--- config.mk ---
export PLATFORM = sky130hd
export DESIGN_NAME = hs_bus_ctrl
export DESIGN_NICKNAME = d
export VERILOG_FILES = /design/src/rtl/hs_pkg.sv /design/src/rtl/hs_seq_core.sv /design/src/rtl/hs_proto_chk.sv /design/src/rtl/hs_bus_ctrl.sv
export SDC_FILE = /design/constraint.sdc
export NUM_CORES = 1
export LEC_CHECK = 0
export ABC_AREA = 1
export BUFFER_PORTS_ARGS = -buffer_cell sky130_fd_sc_hd__buf_2
export CAP_MARGIN = 20
export CORE_AREA = 2 2 39 41
export DETAILED_ROUTE_END_ITERATION = 16
export DIE_AREA = 0 0 41 43
export SLEW_MARGIN = 20
export SYNTH_ARGS = -nofsm -noshare
export SYNTH_HDL_FRONTEND = slang
export SYNTH_SLANG_ARGS = --single-unit
--- constraint.sdc ---
create_clock -name clk_i -period 2.5 [get_ports clk_i]
set_input_delay 0.375 -clock clk_i [delete_from_list [all_inputs] [get_ports clk_i]]
set_output_delay 0.375 -clock clk_i [all_outputs]
set_load 0.01 [all_outputs]
--- src/rtl/hs_pkg.sv ---
`timescale 1ns/1ps
package hs_pkg;

  typedef struct packed {
    logic rd;
    logic wr;
    logic ack;
  } hs_in_t;

  typedef struct packed {
    logic ph;    // read phase bit, separates repeated pin codes
    logic en;
    logic stb;
    logic back;
  } hs_state_t;

  localparam int unsigned HS_IN_W = $bits(hs_in_t);
  localparam int unsigned HS_ST_W = $bits(hs_state_t);

  function automatic hs_state_t hs_next(hs_in_t i, hs_state_t s);
    hs_state_t n;
    n.ph   = i.rd & (s.ph | ~i.ack);
    n.en   = (i.ack & s.ph) | (i.wr & ~i.ack & (s.en | ~s.stb));
    n.stb  = s.ph | s.en | (i.wr & s.stb);
    n.back = (s.en & ~i.wr) | (i.wr & (s.back | (i.ack & ~s.en & s.stb)));
    return n;
  endfunction

endpackage

--- src/rtl/hs_seq_core.sv ---
`timescale 1ns/1ps
module hs_seq_core
  import hs_pkg::*;
(
  input  logic      clk_i,
  input  logic      rst_ni,
  input  hs_in_t    in_i,
  output hs_state_t st_o
);

  hs_state_t st_q;

  always_ff @(posedge clk_i or negedge rst_ni) begin
    if (!rst_ni) st_q <= '0;
    else         st_q <= hs_next(in_i, st_q);
  end

  assign st_o = st_q;

  p_ph_clear_r3: assert property (@(posedge clk_i) disable iff (!rst_ni)
    !in_i.rd |=> !st_q.ph);

  p_back_after_en_r2: assert property (@(posedge clk_i) disable iff (!rst_ni)
    $rose(st_q.back) && !$past(in_i.wr) |-> $past(st_q.en));

  p_wr_en_drop_r4: assert property (@(posedge clk_i) disable iff (!rst_ni)
    in_i.wr && in_i.ack && !st_q.ph |=> !st_q.en);

  p_wr_stb_hold_r5: assert property (@(posedge clk_i) disable iff (!rst_ni)
    in_i.wr && st_q.stb |=> st_q.stb);

endmodule

--- src/rtl/hs_proto_chk.sv ---
`timescale 1ns/1ps
module hs_proto_chk
  import hs_pkg::*;
(
  input  logic      clk_i,
  input  logic      rst_ni,
  input  hs_in_t    in_i,
  input  hs_state_t st_i,
  output logic      err_o
);

  hs_in_t in_q;
  hs_in_t chg;
  logic   err_q;
  logic   pend;
  logic   idle;
  logic   rd_ok, wr_ok, ack_ok;
  logic   viol;

  assign chg  = in_i ^ in_q;
  assign pend = (hs_next(in_q, st_i) != st_i);
  assign idle = (st_i == '0);

  always_comb begin
    rd_ok  = in_q.rd ? st_i.back : (idle & ~in_q.wr & ~in_q.ack);
    wr_ok  = in_q.wr ? st_i.back : (idle & ~in_q.rd & ~in_q.ack);
    ack_ok = in_q.ack ? (~st_i.stb & ~st_i.en & ~st_i.back)
                      : (st_i.stb & ~st_i.back & (in_q.rd | in_q.wr));
  end

  always_comb begin
    viol = in_i.rd & in_i.wr;
    if (chg != '0) begin
      if ($countones(chg) > 1 || pend) viol = 1'b1;
      if (chg.rd  && !rd_ok)  viol = 1'b1;
      if (chg.wr  && !wr_ok)  viol = 1'b1;
      if (chg.ack && !ack_ok) viol = 1'b1;
    end
  end

  always_ff @(posedge clk_i or negedge rst_ni) begin
    if (!rst_ni) begin
      in_q  <= '0;
      err_q <= 1'b0;
    end else begin
      in_q  <= in_i;
      err_q <= err_q | viol;
    end
  end

  assign err_o = err_q;

  p_err_sticky_r6: assert property (@(posedge clk_i) disable iff (!rst_ni)
    err_q |=> err_q);

  p_both_strobes_r7: assert property (@(posedge clk_i) disable iff (!rst_ni)
    in_i.rd && in_i.wr |=> err_q);

endmodule

--- src/rtl/hs_bus_ctrl.sv ---
`timescale 1ns/1ps
module hs_bus_ctrl
  import hs_pkg::*;
(
  input  logic clk_i,
  input  logic rst_ni,
  input  logic rd_stb_i,
  input  logic wr_stb_i,
  input  logic dev_ack_i,
  output logic dev_stb_o,
  output logic xcvr_en_o,
  output logic bus_ack_o,
  output logic proto_err_o
);

  hs_in_t    in_s;
  hs_state_t st_s;

  assign in_s.rd  = rd_stb_i;
  assign in_s.wr  = wr_stb_i;
  assign in_s.ack = dev_ack_i;

  hs_seq_core i_core (
    .clk_i  (clk_i),
    .rst_ni (rst_ni),
    .in_i   (in_s),
    .st_o   (st_s)
  );

  hs_proto_chk i_chk (
    .clk_i  (clk_i),
    .rst_ni (rst_ni),
    .in_i   (in_s),
    .st_i   (st_s),
    .err_o  (proto_err_o)
  );

  assign dev_stb_o = st_s.stb;
  assign xcvr_en_o = st_s.en;
  assign bus_ack_o = st_s.back;

  p_rst_idle_r1: assert property (@(posedge clk_i)
    !rst_ni |-> !dev_stb_o && !xcvr_en_o && !bus_ack_o && !proto_err_o);

  p_rd_stb_fall_r3: assert property (@(posedge clk_i) disable iff (!rst_ni)
    $fell(bus_ack_o) && !$past(wr_stb_i) && !$past(proto_err_o) |-> !dev_stb_o);

endmodule

; ---- Word-level counts from Yosys, hierarchy flattened
; Cells that the tools add are included.
[classes]
n_bitwise = 50
order_cmp = 1
n_addsub = 2
mux = 8
reduce_logical = 9
n_eq_ne = 1
[ops]
columns = operator, count
row1 = 32-bit by 1-bit adder with 32-bit output, 1
row2 = 32-bit by 2-bit greater-than comparator with 1-bit output (second input constant), 1
row3 = 1-bit bitwise AND, 27
row4 = 1-bit bitwise OR, 14
row5 = 1-bit 2-to-1 mux, 8
row6 = 1-bit inverter, 8
row7 = 4-bit zero test, 1
row8 = 4-bit inequality test, 1
row9 = 1-bit logical AND, 3
row10 = 1-bit zero test, 3
row11 = 3-bit nonzero test, 1
row12 = 3-bit bitwise XOR, 1
row13 = 1-bit by 1-bit adder with 2-bit output, 1
row14 = 1-bit logical OR, 1
[word_totals]
out_inout_bits = 4
reg_bits = 8
inputBits = 5
elab_cells = 79

; ---- Depth between registers and ports, before layout
[depth]
word_depth = 14
ltp_mapped = 13
depth_no_buf = 13

; ---- Cells and area by module
; A second synthesis with hierarchy kept.
[unflattened]
cells_unflattened = 95
area_unflattened_um2 = 580.6
[modules_own_cells]
columns = mod, n_inst, area_per_inst_um2, cells_each, seq_area_each_um2
row1 = hs_proto_chk, 1, 416.6, 76, 100.1
row2 = hs_seq_core, 1, 163.9, 19, 100.1

; ---- Least setup slack after synthesis
; Ideal clock, no wire load.
[synth_path]
path_kind = register to register
startpoint = register i_chk.in_q[0] in the netlist's numbering
endpoint = register i_chk.err_q, in the netlist i_chk.err_o
path_buffers = 0
stages_incl_launch_ff = 14
setup_ns = 0.119
path_slack_ns = 1.071
required_time_ns = 2.381
arrival_ns = 1.310
synth_period_minus_slack_ns = 1.429
cell_sequence = dfrtp_1 > inv_2 > nand2_1 > nand2_1 > inv_1 > ha_1 > nand2_1 > nand2_1 > inv_1 > nand2_1 > nor2_1 > nand2_1 > nand2_1 > nand2_1
[synth_between]
elab_chain_len = 13
word_cells_on_any_way = 36
classes_between = add/sub (2) / order compare (1) / eq/ne (1) / mux (8) / bitwise (16) / reduce/logical (8)
[synth_lines]
columns = item, line_no
row1 = "start, declared", hs_proto_chk.sv:12  ; hs_in_t in_q;
row2 = "start signal, assigned", hs_proto_chk.sv:46  ; in_q <= in_i;
row3 = branches (longest 11 deep; another with 32-bit by 1-bit adder with 32-bit output), n/a
row4 = 1-bit 2-to-1 mux *, hs_proto_chk.sv:33  ; if (chg != '0) begin
row5 = 1-bit bitwise OR *, hs_proto_chk.sv:47  ; err_q <= err_q | viol;
row6 = "end signal, assigned", hs_proto_chk.sv:47
row7 = "end, declared", hs_proto_chk.sv:14  ; logic err_q;
; Mark *: on every way between the ends.

; ---- Worst setup path in the final report
; Ends and elaborated chain as after synthesis.

==> qor.json <==
{
  "clock_sink_count": {"value": 8},
  "worstMarginPinSlew": {"value": 245, "unit": "ps"},
  "first_global_vias": {"value": 505},
  "max-clock-path-buffers": {"value": 2},
  "start_util": {"value": 0.408},
  "clk_pin_slew_worst_paths": {"value": 50, "unit": "ps"},
  "ys_types": {"value": 15},
  "tritoncts_clock_tree": {"value": "done"},
  "r2r-end": {"value": "i_chk.err_o"},
  "post-cts-setup-buffer-count": {"value": 0},
  "slew_headroom": {"value": 0.837},
  "timing.hold.worst.class": {"value": "input pin to flop"},
  "hpwl": {"value": 989, "unit": "um"},
  "max_freq": {"value": 0.633, "unit": "GHz"},
  "ioPinCount": {"value": 9},
  "die_height": {"value": 43, "unit": "um"},
  "gp_routability_congestion": {"value": 0.810},
  "die_area": {"value": 1760, "unit": "um^2"},
  "design.final.nets": {"value": 109},
  "synthToLayoutAreaGrowth": {"value": 16.4, "unit": "%"},
  "finalMaxSlewViolations": {"value": 0},
  "post_synth_inst_count": {"value": 88},
  "antenna_violating_nets_post_route": {"value": 0},
  "capturing_element_of_the_worst_setup_path": {"value": "i_chk.err_o"},
  "most_common_cell_after_layout_fill_and_taps_aside": {"value": "sky130_fd_sc_hd__nand2_1"},
  "globalRouteOverflowTotal": {"value": 0},
  "setup.worst_path.class": {"value": "flop to flop"},
  "grt_setup_unrepaired": {"value": "false"},
  "synth_top_area_share": {"value": 0.355},
  "final_layout_size_suffix_gt1_frac": {"value": 0.220},
  "outcome": {"value": "completed"},
  "yosysTopAreaCell": {"value": "sky130_fd_sc_hd__dfrtp_1"},
  "drt-pass1-iter-count": {"value": 4},
  "placed_area": {"value": 624, "unit": "um^2"},
  "drc_errors": {"value": 0},
  "stdcell_area": {"value": 657, "unit": "um^2"},
  "grt_antenna_before_repair": {"value": 0},
  "ff2ff_setup_slack": {"value": 920, "unit": "ps"},
  "grt_use_total": {"value": 0.170},
  "setup_violations": {"value": 0},
  "critical_path.max_fanout": {"value": 6},
  "std_cell_rows": {"value": 14},
  "nets_in_the_synthesized_netlist": {"value": 95},
  "crit_path_start_kind": {"value": "flop"},
  "first_pass_grt_wire_length": {"value": 2090, "unit": "um"},
  "filler_cell_count": {"value": 146},
  "htreeDepth": {"value": 1},
  "maxCapViolations": {"value": 0},
  "wl_per_cell": {"value": 10.4, "unit": "um"},
  "number_of_cts_inserted_buffers": {"value": 3},
  "finalSetupTns": {"value": 0, "unit": "ps"},
  "worst_setup_path_end_kind": {"value": "flop"},
  "netlist_top_cells_area": {"value": "sky130_fd_sc_hd__dfrtp_1 35%, sky130_fd_sc_hd__nand2_1 19%, sky130_fd_sc_hd__nor2_1 8.6%"},
  "post_drt_via_cell_ratio": {"value": 4.84},
  "worst_hold_startpoint": {"value": "rd_stb_i"},
  "yosysWarnings": {"value": 0},
  "vdd.ir_drop.worst": {"value": 381, "unit": "uV"},
  "synth_sequential_area_ratio": {"value": 0.355},
  "fin_ws": {"value": 921, "unit": "ps"},
  "core_region_area": {"value": 1380, "unit": "um^2"},
  "die_width": {"value": 41, "unit": "um"},
  "cts.root.buffer_cell": {"value": "sky130_fd_sc_hd__clkbuf_4"},
  "clock_skew": {"value": 2.31, "unit": "ps"},
  "netlist_area": {"value": 564, "unit": "um^2"},
  "period_share": {"value": 0.632},
  "cp_data_required_time": {"value": 2640, "unit": "ps"},
  "antenna-diode-count": {"value": 0},
  "cp.arrival": {"value": 1720, "unit": "ps"},
  "cellLeakagePower": {"value": 0.365, "unit": "nW"},
  "design_power": {"value": 0.000339, "unit": "W"},
  "detail_route.wirelength": {"value": 1210, "unit": "um"},
  "mostFrequentLayoutCells": {"value": "28 x sky130_fd_sc_hd__nand2_1, 13 x sky130_fd_sc_hd__nor2_1, 9 x sky130_fd_sc_hd__inv_1"},
  "powerDensity": {"value": 515, "unit": "nW/um^2"},
  "crit_path_start": {"value": "i_chk.in_q[0]"},
  "avgSynthCellArea": {"value": 6.41, "unit": "um^2"},
  "grt_max_degree": {"value": 9},
  "placement.io_buffers": {"value": 8},
  "vias": {"value": 561},
  "final-hold-violation-count": {"value": 0},
  "reg2regPathDepth": {"value": 13},
  "clkLatencyLatePin": {"value": 250, "unit": "ps"},
  "post-route-min-period": {"value": 1580, "unit": "ps"},
  "worstReg2RegStart": {"value": "i_chk.in_q[0]"},
  "place_ws": {"value": 838, "unit": "ps"},
  "synth.ff_latch_count": {"value": 8},
  "initialDrtViolationCount": {"value": 6}
}
==> area by class of cell <==
cell class	instances	area [um^2]	share of cell area
Multi-Input combinational cell	66	312	0.474
Inverter	14	52.6	0.0800
Clock buffer	3	22.5	0.0343
Sequential cell	8	200	0.305
Timing Repair Buffer	9	50.0	0.0762
Tap cell	16	20.0	0.0305
==> critical path, cell delays in order (launching register included) <==
cell                      delay [ps]
sky130_fd_sc_hd__dfrtp_1         450
sky130_fd_sc_hd__inv_2            80
sky130_fd_sc_hd__nand2_1          50
sky130_fd_sc_hd__nand2_1         110
sky130_fd_sc_hd__inv_1            60
sky130_fd_sc_hd__ha_1            280
sky130_fd_sc_hd__nand2_1          60
sky130_fd_sc_hd__nand2_1          40
sky130_fd_sc_hd__inv_1            50
sky130_fd_sc_hd__nand2_1          40
sky130_fd_sc_hd__nor2_1           80
sky130_fd_sc_hd__nand2_1          60
sky130_fd_sc_hd__nand2_1          50
sky130_fd_sc_hd__nand2_1          40
==> per-layer routing <==
| metal | track usage | share of wire |
|---|---|---|
| met5 | 0 | 0 |
| met4 | 0.0400 | 0.0074 |
| met3 | 0.0471 | 0.036 |
| met2 | 0.244 | 0.45 |
| met1 | 0.249 | 0.50 |
==> stage by stage <==
step,util,std cells,hold WS (ps)
global placement,0.451,112,223
finish,0.475,116,255
detailed placement,0.451,112,226
global route,0.475,116,246
floorplan,-,88,79.4
CTS,0.475,116,246
==> sequential cells by signal, summed over array words and instances, names as in the netlist <==
signal	flops
i_chk.in_q	3
i_chk.err_o	1
i_core.st_o	4
==> power by group <==
group          total (W)  internal, W  leakage (nW)  switching, W
registers       0.000157     0.000139        0.0912     0.0000180
logic          0.0000861    0.0000335         0.260     0.0000526
clock network  0.0000958    0.0000547        0.0138     0.0000410
==> synth_stat cells, drive strengths merged <==
cell type,number
o21bai,1
a21oi,4
ha,2
nand2,30
nand3,8
inv,14
nor2,16
a31oi,1
o21ai,3
dfrtp,8
nand3b,1
==> logic make-up (layout without fill, tap and decap cells) <==
kind of cell | count (synthesis) | after routing | synth area share
simple gates | 55 | 55 | 0.421
buf+inv | 14 | 26 | 0.0931
compound gates | 9 | 9 | 0.0865
flops | 8 | 8 | 0.355
fa+ha+maj | 2 | 2 | 0.0443
==> how the worst min path moves through the flow <==
| stage | endpoint | slack, ps | depth (start not counted) |
|---|---|---|---|
| finish | i_chk.in_q[2] | 260 | 1 |
| global route | i_chk.in_q[2] | 250 | 1 |
| CTS | i_chk.in_q[2] | 250 | 1 |
| detailed placement | i_core.st_o[3] | 230 | 1 |
| global placement | i_core.st_o[3] | 220 | 1 |
| floorplan | i_chk.err_o | 80 | 0 |
==> timing repair <==
| item | in CTS | in global routing |
|---|---|---|
| hold buffers | 1 | 0 |
| gates resized for setup | 0 | 0 |
| endpoints found under the hold margin | 8 | 0 |
Power figures use the tool's default switching activity.
